[src/rtl/cpp_pkg.sv]
package cpp_pkg;

  localparam logic [7:0] CMD_IDENT   = 8'h01;
  localparam logic [7:0] CMD_BITLIST = 8'h03;
  localparam logic [7:0] CMD_MEAS    = 8'h04;

  localparam logic [7:0] SUB_STORE   = 8'h01;
  localparam logic [7:0] SUB_START   = 8'h03;
  localparam logic [7:0] SUB_CLEAR   = 8'hF0;

  localparam logic [7:0] ST_ACK      = 8'h06;
  localparam logic [7:0] ST_NACK     = 8'h15;

  localparam int PAYLOAD_BYTES = 19;
  localparam int BARE_LEN      = 2;
  localparam int STORE_LEN     = BARE_LEN + PAYLOAD_BYTES;
  localparam int REPLY_BYTES   = 3;

  typedef enum logic [1:0] {
    FR_HDR   = 2'd0,
    FR_BODY  = 2'd1,
    FR_REPLY = 2'd2
  } fr_state_t;

  typedef enum logic [2:0] {
    ACT_NONE  = 3'd0,
    ACT_IDENT = 3'd1,
    ACT_STORE = 3'd2,
    ACT_START = 3'd3,
    ACT_MCLR  = 3'd4,
    ACT_LCLR  = 3'd5
  } act_t;

  typedef struct packed {
    logic [15:0] id;
    logic        parallel;
    logic [31:0] readouts;
    logic [31:0] eval_sel;
    logic [31:0] heatup;
    logic [31:0] cooldown;
  } meas_cfg_t;

endpackage

[src/rtl/cpp_framer.sv]
module cpp_framer
  import cpp_pkg::*;
#(
  parameter int HDR_BYTES = 4,
  localparam int LEN_W = 8 * HDR_BYTES,
  localparam int CNT_W = (HDR_BYTES > 1) ? $clog2(HDR_BYTES) : 1
) (
  input  logic             clk,
  input  logic             rst_n,
  input  logic             in_valid,
  input  logic [7:0]       in_data,
  output logic             in_ready,
  input  logic             reply_done,
  output logic             byte_stb,
  output logic [LEN_W-1:0] body_idx,
  output logic [LEN_W-1:0] pkt_len,
  output logic             pkt_end
);

  fr_state_t        st_q, st_d;
  logic [CNT_W-1:0] hcnt_q, hcnt_d;
  logic [LEN_W-1:0] len_q, len_d, len_shift;
  logic [LEN_W-1:0] rem_q, rem_d;
  logic [LEN_W-1:0] idx_q, idx_d;
  logic             accept, hdr_last;

  assign in_ready  = (st_q != FR_REPLY);
  assign accept    = in_valid && in_ready;
  assign len_shift = {in_data, len_q[LEN_W-1:8]};
  assign hdr_last  = (st_q == FR_HDR) && accept && (hcnt_q == CNT_W'(HDR_BYTES - 1));
  assign byte_stb  = (st_q == FR_BODY) && accept;
  assign pkt_end   = (hdr_last && (len_shift == '0)) ||
                     (byte_stb && (rem_q == LEN_W'(1)));
  assign body_idx  = idx_q;
  assign pkt_len   = len_q;

  always_comb begin
    st_d   = st_q;
    hcnt_d = hcnt_q;
    len_d  = len_q;
    rem_d  = rem_q;
    idx_d  = idx_q;
    unique case (st_q)
      FR_HDR: begin
        if (accept) begin
          len_d  = len_shift;
          hcnt_d = hcnt_q + CNT_W'(1);
          if (hdr_last) begin
            hcnt_d = '0;
            rem_d  = len_shift;
            idx_d  = '0;
            st_d   = (len_shift == '0) ? FR_REPLY : FR_BODY;
          end
        end
      end
      FR_BODY: begin
        if (accept) begin
          rem_d = rem_q - LEN_W'(1);
          idx_d = idx_q + LEN_W'(1);
          if (rem_q == LEN_W'(1)) st_d = FR_REPLY;
        end
      end
      FR_REPLY: begin
        if (reply_done) st_d = FR_HDR;
      end
      default: st_d = FR_HDR;
    endcase
  end

  always_ff @(posedge clk or negedge rst_n) begin
    if (!rst_n) st_q <= FR_HDR;
    else        st_q <= st_d;
  end

  always_ff @(posedge clk or negedge rst_n) begin
    if (!rst_n) begin
      hcnt_q <= '0;
      len_q  <= '0;
    end else if (st_q == FR_HDR && accept) begin
      hcnt_q <= hcnt_d;
      len_q  <= len_d;
    end
  end

  always_ff @(posedge clk or negedge rst_n) begin
    if (!rst_n) begin
      rem_q <= '0;
      idx_q <= '0;
    end else if (accept) begin
      rem_q <= rem_d;
      idx_q <= idx_d;
    end
  end

endmodule

[src/rtl/cpp_decoder.sv]
module cpp_decoder
  import cpp_pkg::*;
#(
  parameter int HDR_BYTES = 4,
  localparam int LEN_W = 8 * HDR_BYTES
) (
  input  logic                       clk,
  input  logic                       rst_n,
  input  logic                       byte_stb,
  input  logic [LEN_W-1:0]           body_idx,
  input  logic [7:0]                 in_data,
  input  logic                       pkt_end,
  input  logic [LEN_W-1:0]           pkt_len,
  output logic                       rsp_load,
  output logic [REPLY_BYTES-1:0][7:0] rsp_bytes,
  output meas_cfg_t                  cfg,
  output logic                       start_pulse,
  output logic                       meas_clear_pulse,
  output logic                       list_clear_pulse
);

  logic [7:0] cmd_q, sub_q;
  logic [7:0] pay_q [PAYLOAD_BYTES];
  logic       done_q;
  act_t       act;
  logic [LEN_W-1:0] exp_len;
  logic       mode_ok, ok;
  meas_cfg_t  cfg_q, cfg_new;
  logic       start_q, mclr_q, lclr_q;

  // command and sub-command capture, cleared once the verdict is taken
  always_ff @(posedge clk or negedge rst_n) begin
    if (!rst_n) begin
      cmd_q <= '0;
      sub_q <= '0;
    end else if (done_q) begin
      cmd_q <= '0;
      sub_q <= '0;
    end else if (byte_stb) begin
      if (body_idx == LEN_W'(0)) cmd_q <= in_data;
      if (body_idx == LEN_W'(1)) sub_q <= in_data;
    end
  end

  // payload shadow bytes, one enable per offset
  for (genvar k = 0; k < PAYLOAD_BYTES; k++) begin : g_pay
    always_ff @(posedge clk or negedge rst_n) begin
      if (!rst_n)
        pay_q[k] <= '0;
      else if (byte_stb && body_idx == LEN_W'(k + BARE_LEN))
        pay_q[k] <= in_data;
    end
  end

  always_ff @(posedge clk or negedge rst_n) begin
    if (!rst_n) done_q <= 1'b0;
    else        done_q <= pkt_end;
  end

  // pair decode and expected length
  always_comb begin
    act     = ACT_NONE;
    exp_len = LEN_W'(BARE_LEN);
    unique case (cmd_q)
      CMD_IDENT: act = ACT_IDENT;
      CMD_BITLIST: begin
        if (sub_q == SUB_CLEAR) act = ACT_LCLR;
      end
      CMD_MEAS: begin
        unique case (sub_q)
          SUB_STORE: begin
            act     = ACT_STORE;
            exp_len = LEN_W'(STORE_LEN);
          end
          SUB_START: act = ACT_START;
          SUB_CLEAR: act = ACT_MCLR;
          default:   act = ACT_NONE;
        endcase
      end
      default: act = ACT_NONE;
    endcase
  end

  assign mode_ok = (pay_q[2] == 8'h00) || (pay_q[2] == 8'h01);
  assign ok      = (act != ACT_NONE) && (pkt_len == exp_len) &&
                   ((act != ACT_STORE) || mode_ok);

  always_comb begin
    cfg_new.id       = {pay_q[1], pay_q[0]};
    cfg_new.parallel = pay_q[2][0];
    cfg_new.readouts = {pay_q[6],  pay_q[5],  pay_q[4],  pay_q[3]};
    cfg_new.eval_sel = {pay_q[10], pay_q[9],  pay_q[8],  pay_q[7]};
    cfg_new.heatup   = {pay_q[14], pay_q[13], pay_q[12], pay_q[11]};
    cfg_new.cooldown = {pay_q[18], pay_q[17], pay_q[16], pay_q[15]};
  end

  always_ff @(posedge clk or negedge rst_n) begin
    if (!rst_n)
      cfg_q <= '0;
    else if (done_q && ok && act == ACT_STORE)
      cfg_q <= cfg_new;
  end

  always_ff @(posedge clk or negedge rst_n) begin
    if (!rst_n) begin
      start_q <= 1'b0;
      mclr_q  <= 1'b0;
      lclr_q  <= 1'b0;
    end else begin
      start_q <= done_q && ok && (act == ACT_START);
      mclr_q  <= done_q && ok && (act == ACT_MCLR);
      lclr_q  <= done_q && ok && (act == ACT_LCLR);
    end
  end

  assign rsp_load         = done_q;
  assign rsp_bytes[0]     = cmd_q;
  assign rsp_bytes[1]     = sub_q;
  assign rsp_bytes[2]     = ok ? ST_ACK : ST_NACK;
  assign cfg              = cfg_q;
  assign start_pulse      = start_q;
  assign meas_clear_pulse = mclr_q;
  assign list_clear_pulse = lclr_q;

endmodule

[src/rtl/cpp_responder.sv]
module cpp_responder
  import cpp_pkg::*;
#(
  localparam int SEL_W = $clog2(REPLY_BYTES)
) (
  input  logic                        clk,
  input  logic                        rst_n,
  input  logic                        load,
  input  logic [REPLY_BYTES-1:0][7:0] load_bytes,
  output logic                        out_valid,
  output logic [7:0]                  out_data,
  input  logic                        out_ready,
  output logic                        done
);

  logic [REPLY_BYTES-1:0][7:0] buf_q;
  logic [SEL_W-1:0]            sel_q, sel_d;
  logic                        busy_q, busy_d;
  logic                        take;

  assign take      = busy_q && out_ready;
  assign done      = take && (sel_q == SEL_W'(REPLY_BYTES - 1));
  assign out_valid = busy_q;
  assign out_data  = buf_q[sel_q];

  always_comb begin
    sel_d  = sel_q;
    busy_d = busy_q;
    if (load) begin
      sel_d  = '0;
      busy_d = 1'b1;
    end else if (done) begin
      sel_d  = '0;
      busy_d = 1'b0;
    end else if (take) begin
      sel_d = sel_q + SEL_W'(1);
    end
  end

  always_ff @(posedge clk or negedge rst_n) begin
    if (!rst_n) begin
      sel_q  <= '0;
      busy_q <= 1'b0;
    end else begin
      sel_q  <= sel_d;
      busy_q <= busy_d;
    end
  end

  always_ff @(posedge clk or negedge rst_n) begin
    if (!rst_n)    buf_q <= '0;
    else if (load) buf_q <= load_bytes;
  end

endmodule

[src/rtl/cmd_packet_parser.sv]
module cmd_packet_parser
  import cpp_pkg::*;
#(
  parameter int HDR_BYTES = 4,
  parameter int SYNC_STAGES = 2,
  localparam int LEN_W = 8 * HDR_BYTES
) (
  input  logic        clk,
  input  logic        rst_n,
  input  logic        in_valid,
  input  logic [7:0]  in_data,
  output logic        in_ready,
  output logic        out_valid,
  output logic [7:0]  out_data,
  input  logic        out_ready,
  output logic [15:0] meas_id,
  output logic        meas_parallel,
  output logic [31:0] meas_readouts,
  output logic [31:0] meas_eval_sel,
  output logic [31:0] meas_heatup,
  output logic [31:0] meas_cooldown,
  output logic        start_pulse,
  output logic        meas_clear_pulse,
  output logic        list_clear_pulse
);

  logic [SYNC_STAGES-1:0] rst_sync_q;
  logic                   rst_core_n;

  // asynchronous assert, synchronous release
  always_ff @(posedge clk or negedge rst_n) begin
    if (!rst_n) rst_sync_q <= '0;
    else        rst_sync_q <= {rst_sync_q[SYNC_STAGES-2:0], 1'b1};
  end
  assign rst_core_n = rst_sync_q[SYNC_STAGES-1];

  logic                        byte_stb, pkt_end, rsp_load, rsp_done;
  logic [LEN_W-1:0]            body_idx, pkt_len;
  logic [REPLY_BYTES-1:0][7:0] rsp_bytes;
  meas_cfg_t                   cfg;

  cpp_framer #(.HDR_BYTES(HDR_BYTES)) u_framer (
    .clk        (clk),
    .rst_n      (rst_core_n),
    .in_valid   (in_valid),
    .in_data    (in_data),
    .in_ready   (in_ready),
    .reply_done (rsp_done),
    .byte_stb   (byte_stb),
    .body_idx   (body_idx),
    .pkt_len    (pkt_len),
    .pkt_end    (pkt_end)
  );

  cpp_decoder #(.HDR_BYTES(HDR_BYTES)) u_decoder (
    .clk              (clk),
    .rst_n            (rst_core_n),
    .byte_stb         (byte_stb),
    .body_idx         (body_idx),
    .in_data          (in_data),
    .pkt_end          (pkt_end),
    .pkt_len          (pkt_len),
    .rsp_load         (rsp_load),
    .rsp_bytes        (rsp_bytes),
    .cfg              (cfg),
    .start_pulse      (start_pulse),
    .meas_clear_pulse (meas_clear_pulse),
    .list_clear_pulse (list_clear_pulse)
  );

  cpp_responder u_responder (
    .clk        (clk),
    .rst_n      (rst_core_n),
    .load       (rsp_load),
    .load_bytes (rsp_bytes),
    .out_valid  (out_valid),
    .out_data   (out_data),
    .out_ready  (out_ready),
    .done       (rsp_done)
  );

  assign meas_id       = cfg.id;
  assign meas_parallel = cfg.parallel;
  assign meas_readouts = cfg.readouts;
  assign meas_eval_sel = cfg.eval_sel;
  assign meas_heatup   = cfg.heatup;
  assign meas_cooldown = cfg.cooldown;

endmodule

[config.mk]
export PLATFORM = sky130hd
export DESIGN_NAME = cmd_packet_parser
export DESIGN_NICKNAME = d
export VERILOG_FILES = /design/src/rtl/cpp_pkg.sv /design/src/rtl/cpp_framer.sv /design/src/rtl/cpp_decoder.sv /design/src/rtl/cpp_responder.sv /design/src/rtl/cmd_packet_parser.sv
export SDC_FILE = /design/constraint.sdc
export NUM_CORES = 1
export LEC_CHECK = 0
export ABC_AREA = 1
export BUFFER_PORTS_ARGS = -buffer_cell sky130_fd_sc_hd__buf_2
export CORE_MARGIN = 2
export CORE_UTILIZATION = 30
export CTS_CLUSTER_SIZE = 8
export DETAILED_ROUTE_END_ITERATION = 16
export SYNTH_ARGS = -nofsm -noshare
export SYNTH_HDL_FRONTEND = slang
export SYNTH_SLANG_ARGS = --single-unit
export TNS_END_PERCENT = 100
[constraint.sdc]
create_clock -name clk -period 16.6 [get_ports clk]
set_input_delay 3.32 -clock clk [delete_from_list [all_inputs] [get_ports clk]]
set_output_delay 3.32 -clock clk [all_outputs]
set_load 0.02 [all_outputs]
# ---- Yosys cells after proc, flatten, opt, wreduce, memory -nomap -nowiden
# Cells that the tools add are included.
dict set report classes {
  muxes 31
  reduce_logical 53
  order_cmp 1
  add_sub_neg 4
  n_eq_ne 44
}
# cell count
set op_table {}
lappend op_table {{32-bit by 4-bit == test with 1-bit output, second input constant} 8}
lappend op_table {{32-bit by 5-bit == test with 1-bit output, second input constant} 5}
lappend op_table {{32-bit by 3-bit == test with 1-bit output, second input constant} 4}
lappend op_table {{32-bit case mux with 2 select lines} 2}
lappend op_table {{32-bit 2-to-1 mux} 3}
lappend op_table {{32-bit by 1-bit == test with 1-bit output, second input constant} 2}
lappend op_table {{32-bit by 2-bit == test with 1-bit output, second input constant} 2}
lappend op_table {{32-bit logical NOT} 2}
lappend op_table {{8-bit 2-to-1 mux} 7}
lappend op_table {{1-bit logical AND} 34}
lappend op_table {{32-bit by 1-bit adder with 32-bit output, second input constant} 1}
lappend op_table {{32-bit == test} 1}
lappend op_table {{32-bit by 1-bit subtractor with 32-bit output, second input constant} 1}
lappend op_table {{8-bit by 1-bit == test with 1-bit output, second input constant} 3}
lappend op_table {{2-bit 2-to-1 mux} 10}
lappend op_table {{3-bit case mux with 3 select lines} 2}
lappend op_table {{8-bit binary-select mux with 2-bit select} 1}
lappend op_table {{8-bit by 2-bit == test with 1-bit output, second input constant} 2}
lappend op_table {{5-bit 2-to-1 mux} 2}
lappend op_table {{2-bit nonzero test} 5}
lappend op_table {{8-bit by 3-bit == test with 1-bit output, second input constant} 1}
lappend op_table {{8-bit == test, second input constant} 1}
lappend op_table {{8-bit logical NOT} 1}
lappend op_table {{2-bit == test, second input constant} 3}
lappend op_table {{17 further kinds} 30}
dict set report word_totals {
  output_inout_bits 158
  regBits 446
  elab_cells 175
  input_bits 12
}

# ---- Depth between registers and ports, before layout
dict set report logic_depth {
  ltp_word 8
  mapped_depth 14
  depth_no_buf 12
}

# ---- Cells and area by module
# A second synthesis with hierarchy kept.
dict set report unflattened {
  cells_unflattened 2489
  area_unflattened_um2 20307.0
}
# mod seq_area_each_um2 area_per_inst_um2 instances cells_each
set by_module_without_submodules {}
lappend by_module_without_submodules {cpp_decoder 7932.6 12917.4 1 1395}
lappend by_module_without_submodules {cpp_framer 2502.4 6084.6 1 930}
lappend by_module_without_submodules {cpp_responder 675.6 1251.2 1 161}
lappend by_module_without_submodules {cmd_packet_parser 50.0 53.8 1 3}

# ---- Least setup slack after synthesis
# No wires, ideal clock.
dict set report synth_timing {
  path_type {input -> register}
  start {in in_valid}
  end {reg u_framer.rem_q[2]}
  path_slack_ns 12.029
  setup_ns 0.130
  cell_stages 8
  t_required_ns 16.470
  t_arrival_ns 4.441
  n_path_buf 2
  cell_sequence {nand2_1 > nor2_2 > nor2_1 > inv_1 > buf_2 > buf_2 > o21ai_0 > o2bb2ai_1}
}
dict set report synth_between {
  elab_chain_len 5
}
# element line_no
set synth_lines {}
lappend synth_lines {{start, declared} cmd_packet_parser.sv:10} ;# input logic in_valid,
lappend synth_lines {{1-bit logical AND (*)} cpp_framer.sv:28} ;# assign accept = in_valid && in_ready;
lappend synth_lines {{1-bit logical AND (2 in series)} cpp_framer.sv:30} ;# assign hdr_last = (st_q == FR_HDR) && accept && (hcnt_q == CNT_W'(HDR_BYTES - 1));
lappend synth_lines {{2-bit by 1-bit != test with 1-bit output (no source line)} -}
lappend synth_lines {{3-bit AND reduction (no source line) (*)} -}
lappend synth_lines {{end signal, assigned} cpp_framer.sv:90} ;# rem_q <= rem_d;
lappend synth_lines {{end, declared} cpp_framer.sv:23} ;# logic [LEN_W-1:0] rem_q, rem_d;
# Every way passes the cells marked *; elsewhere a longest branch is shown, timed or not.
# A chain may end at the register's enable or synchronous reset.

# ---- Worst setup path after layout
dict set report layout_timing {
  start {reg u_responder.sel_q[0]}
  end {out out_data[2]}
}
dict set report layout_between {
  elab_chain_len 2
}
# element line_no
set layout_lines {}
lappend layout_lines {{start, declared} cpp_responder.sv:17} ;# logic [SEL_W-1:0] sel_q, sel_d;
lappend layout_lines {{start signal, assigned} cpp_responder.sv:45} ;# sel_q <= sel_d;
lappend layout_lines {{8-bit binary-select mux with 2-bit select} cpp_responder.sv:24} ;# assign out_data = buf_q[sel_q];
lappend layout_lines {{8-bit 2-to-1 mux (implied by the code)} cpp_responder.sv:24}
lappend layout_lines {{end, declared} cmd_packet_parser.sv:14} ;# output logic [7:0] out_data,
# No other way between the ends. The select of a mux whose other input is x is not followed.

==> impl_results.md <==
- DR vias: 16,060
- Detail Placement HPWL: 34.11 mm
- Critical Path Source Type: register
- Simple-Gate Fraction of Synth Area: 26.91%
- Layout cells sized above 1: 11.05%
- Post-synth EDFFs: 0
- Final Cycle Share: 32.71%
- CTS Hold Bufs: 0
- Syn Area/Cell: 8.386 um^2
- Most numerous cell in the Yosys netlist: nand2_1
- Syn Std Cell Area: 0.01948 mm^2
- Worst rel slew slack: 22.30%
- Layout fillers: 6,653
- Clk sinks: 441
- First-pass DRT Iterations: 5
- Chip height: 258.8 um
- Worst-Skew Late Latency: 0.62 ns
- Leading area contributor after synthesis: dfrtp_1
- Maximum VDD drop: 0.00007994 V
- Area share of fa/ha/maj cells after synthesis: 0.4496%
- # IOs: 170
- H-Tree Depth: 2
- CTS clk-pin slew, worst paths: 0.06 ns
- PortBufs: 169
- Vias/cell: 4.870
- Worst slew pin tran: 1.165 ns
- Post-CTS sizing: 0
- Initial Utilization: 30.27%
- Synth async-reset ratio: 100.0%
- Initial antenna violation count: 1
- CP max FO: 11
- CTS tree: done
- Final non-filler cell total: 3,298
- Routed WL per cell: 16.90 um
- Fraction of synthesized cell area in xor and xnor cells: 0.4946%
- RSZ-0062 raised after global routing: no
- WL final: 55.73 mm
- DRT iter0 DRCs: 1,471
- Power per cell area: 140.2 mW/mm^2
- Final setup fails: 0
- CP arrival: 2.11 ns
- Mapped Nets: 2,342
- Final Hold Viols: 0
- Core footprint: 0.06435 mm^2
- Largest family of logic cells by synthesized area: simple AND/OR/NAND/NOR gates
- Clock Tree Buf Depth: 3
- Post-Route Skew: 0.03125 ns
- Worst min-delay path category: register to register
- Gp weighted congestion: 0.8906
- First-pass GRT wire length: 89.03 mm
- Post-synthesis mux area share: 0%
- Outcome: finished clean
- Top-area cell type share of the netlist area: 56.65%
- Post-synthesis compound-gate area fraction: 9.211%
- Distinct cells, synth: 32
- Pleak: 11.44 nW
- Die area: 0.06699 mm^2
- Post-DRT Antenna Nets: 0
- Endpoint class of the critical path: output pin
- Top FF cell, synth: dfrtp_1
- Commonest cells in the netlist: 738 x nand2_1, 441 x dfrtp_1, 283 x o21ai_0, 193 x nand4_1, 159 x inv_1
- Cts bufs inserted: 61
- Root buffer cell: clkbuf_16
- Drt drc: 0
- Gr usage total: 16.60%
- Kind of critical path: register to output pin
- #FFs+latches synth: 441
- Tmin final: 5.429 ns
- Slew Limit Fails: 0
- Required @ worst endpoint: 13.28 ns
- Post-Synthesis Cells: 2,323
- Max cap viols: 0
- Area contributors post-synth: dfrtp_1 57%, nand2_1 14%, o21ai_0 7.3%
- Setup TNS Final: 0 ns
- Inst Count DP: 3,231
- Vias in the first global route: 15,430
- Gr ovfl total: 0
- Ant diodes: 0
- Largest net degree at the start of global routing: 170
- Post CTS Setup Buffer Count: 0
- Die X: 258.8 um
- Yosys Warn Count: 0
- # nets final: 2,458
- Num rows: 93
- Syn-to-layout area delta: 15.88%
- Seq/Total Area, Yosys: 56.65%
- Max Freq: 184.2 MHz
[state kept, by name, indices dropped and copies added, names as in the netlist, 7 cells and up]
signal and flops:
u_decoder.cfg 145, u_decoder.cfg_new 145, u_decoder.cmd_q 8, u_decoder.pay_q 7, u_decoder.sub_q 8, u_framer.body_idx 32
u_framer.pkt_len 32, u_framer.rem_q 32, u_responder.buf_q 19
[final cells by class]
type                    count  area (um^2)  area share [%]
clock buffers              63         1534           6.795
clock inverters             4        46.29          0.2051
inverters                 159        601.8           2.666
multi-input cells        1582         7237           32.06
flip-flops and latches    441        11040           48.90
well taps                 855         1070           4.739
repair buffers            194         1046           4.634
[cells in the final DEF, fill, tap and decap left out, types with 2 or more instances in the layout]
cell type  count
nand3_1       67
ha_1           7
buf_4         24
o211ai_1      11
nor2_2         4
inv_4          2
clkbuf_1       2
dfrtp_1      440
a31oi_1        2
o21a_1         5
o21ai_0      283
xor2_1         9
nor4_1         6
clkbuf_16     61
nor2_1       152
inv_1        157
inv_6          2
nor3_1        46
nand4_1      193
and3_1         2
a21oi_1       46
nand2_1      738
buf_2        169
xnor2_1        2
[report_power, final]
group | internal [W] | total, W | switching [W]
clock | 0.000643 | 0.00109 | 0.000450
combinational | 0.000199 | 0.000743 | 0.000544
sequential | 0.00120 | 0.00133 | 0.000126
[worst paths after layout]
check | from | endpoint | slack [ns] | depth (start not counted)
setup / recovery | u_responder.sel_q[0] | out_data[2] | 11.17 | 4
hold / removal | rst_sync_q[0] | rst_sync_q[1] | 0.35 | 0
setup reg to reg | u_decoder.cmd_q[7] | u_decoder.cfg[52] | 12.96 | 11
hold reg to reg | rst_sync_q[0] | rst_sync_q[1] | 0.35 | 0
max in group asynchronous | rst_sync_q[1] | u_framer.st_q[1] | 13.88 | 2
min in group asynchronous | rst_sync_q[1] | u_decoder.cfg[54] | 0.38 | 0
[metal layers]
metal  wire length [um]  up-vias  share of wire (%)  GRT usage (%)
met4               1134        0                2.0          4.817
met2              25070      370                 45          25.32
li1                   -     7869                  -              -
met1              26830     7752                 48          24.39
met3               2696       71                4.8          2.396
met5                  0        -                  0              0
[critical path, stage by stage, from the launching register on]
cell and delay [ns]:
dfrtp_1 0.47, inv_1 0.27, nand2_1 0.21, o21ai_0 0.31
buf_2 0.23
[kinds of logic after synthesis]
logic type / after synthesis
AO/OA/AOI/OAI: 349
XOR/XNOR: 11
adder cells (fa/ha/maj): 7
buffers and inverters: 300
flip-flops: 441
other: 1
AND/OR/NAND/NOR: 1214
[stage by stage]
stage / area, um^2 / power, W / util [%] / hold WS, ns / worst slack [ns]
final: 22570 / 0.003164 / 35.08 / 0.3509 / 11.17
after global routing: 22570 / 0.003359 / 35.08 / 0.3692 / 11.00
after CTS: 22570 / 0.003192 / 35.08 / 0.3556 / 11.12
after detailed placement: 20990 / 0.002084 / 32.63 / 0.3434 / 10.77
after global placement: 20990 / 0.002078 / 32.63 / 0.3329 / 10.73
after floorplan: 19480 / 0.001866 / - / 0.3312 / 3.399
Power figures use the tool's default switching activity.
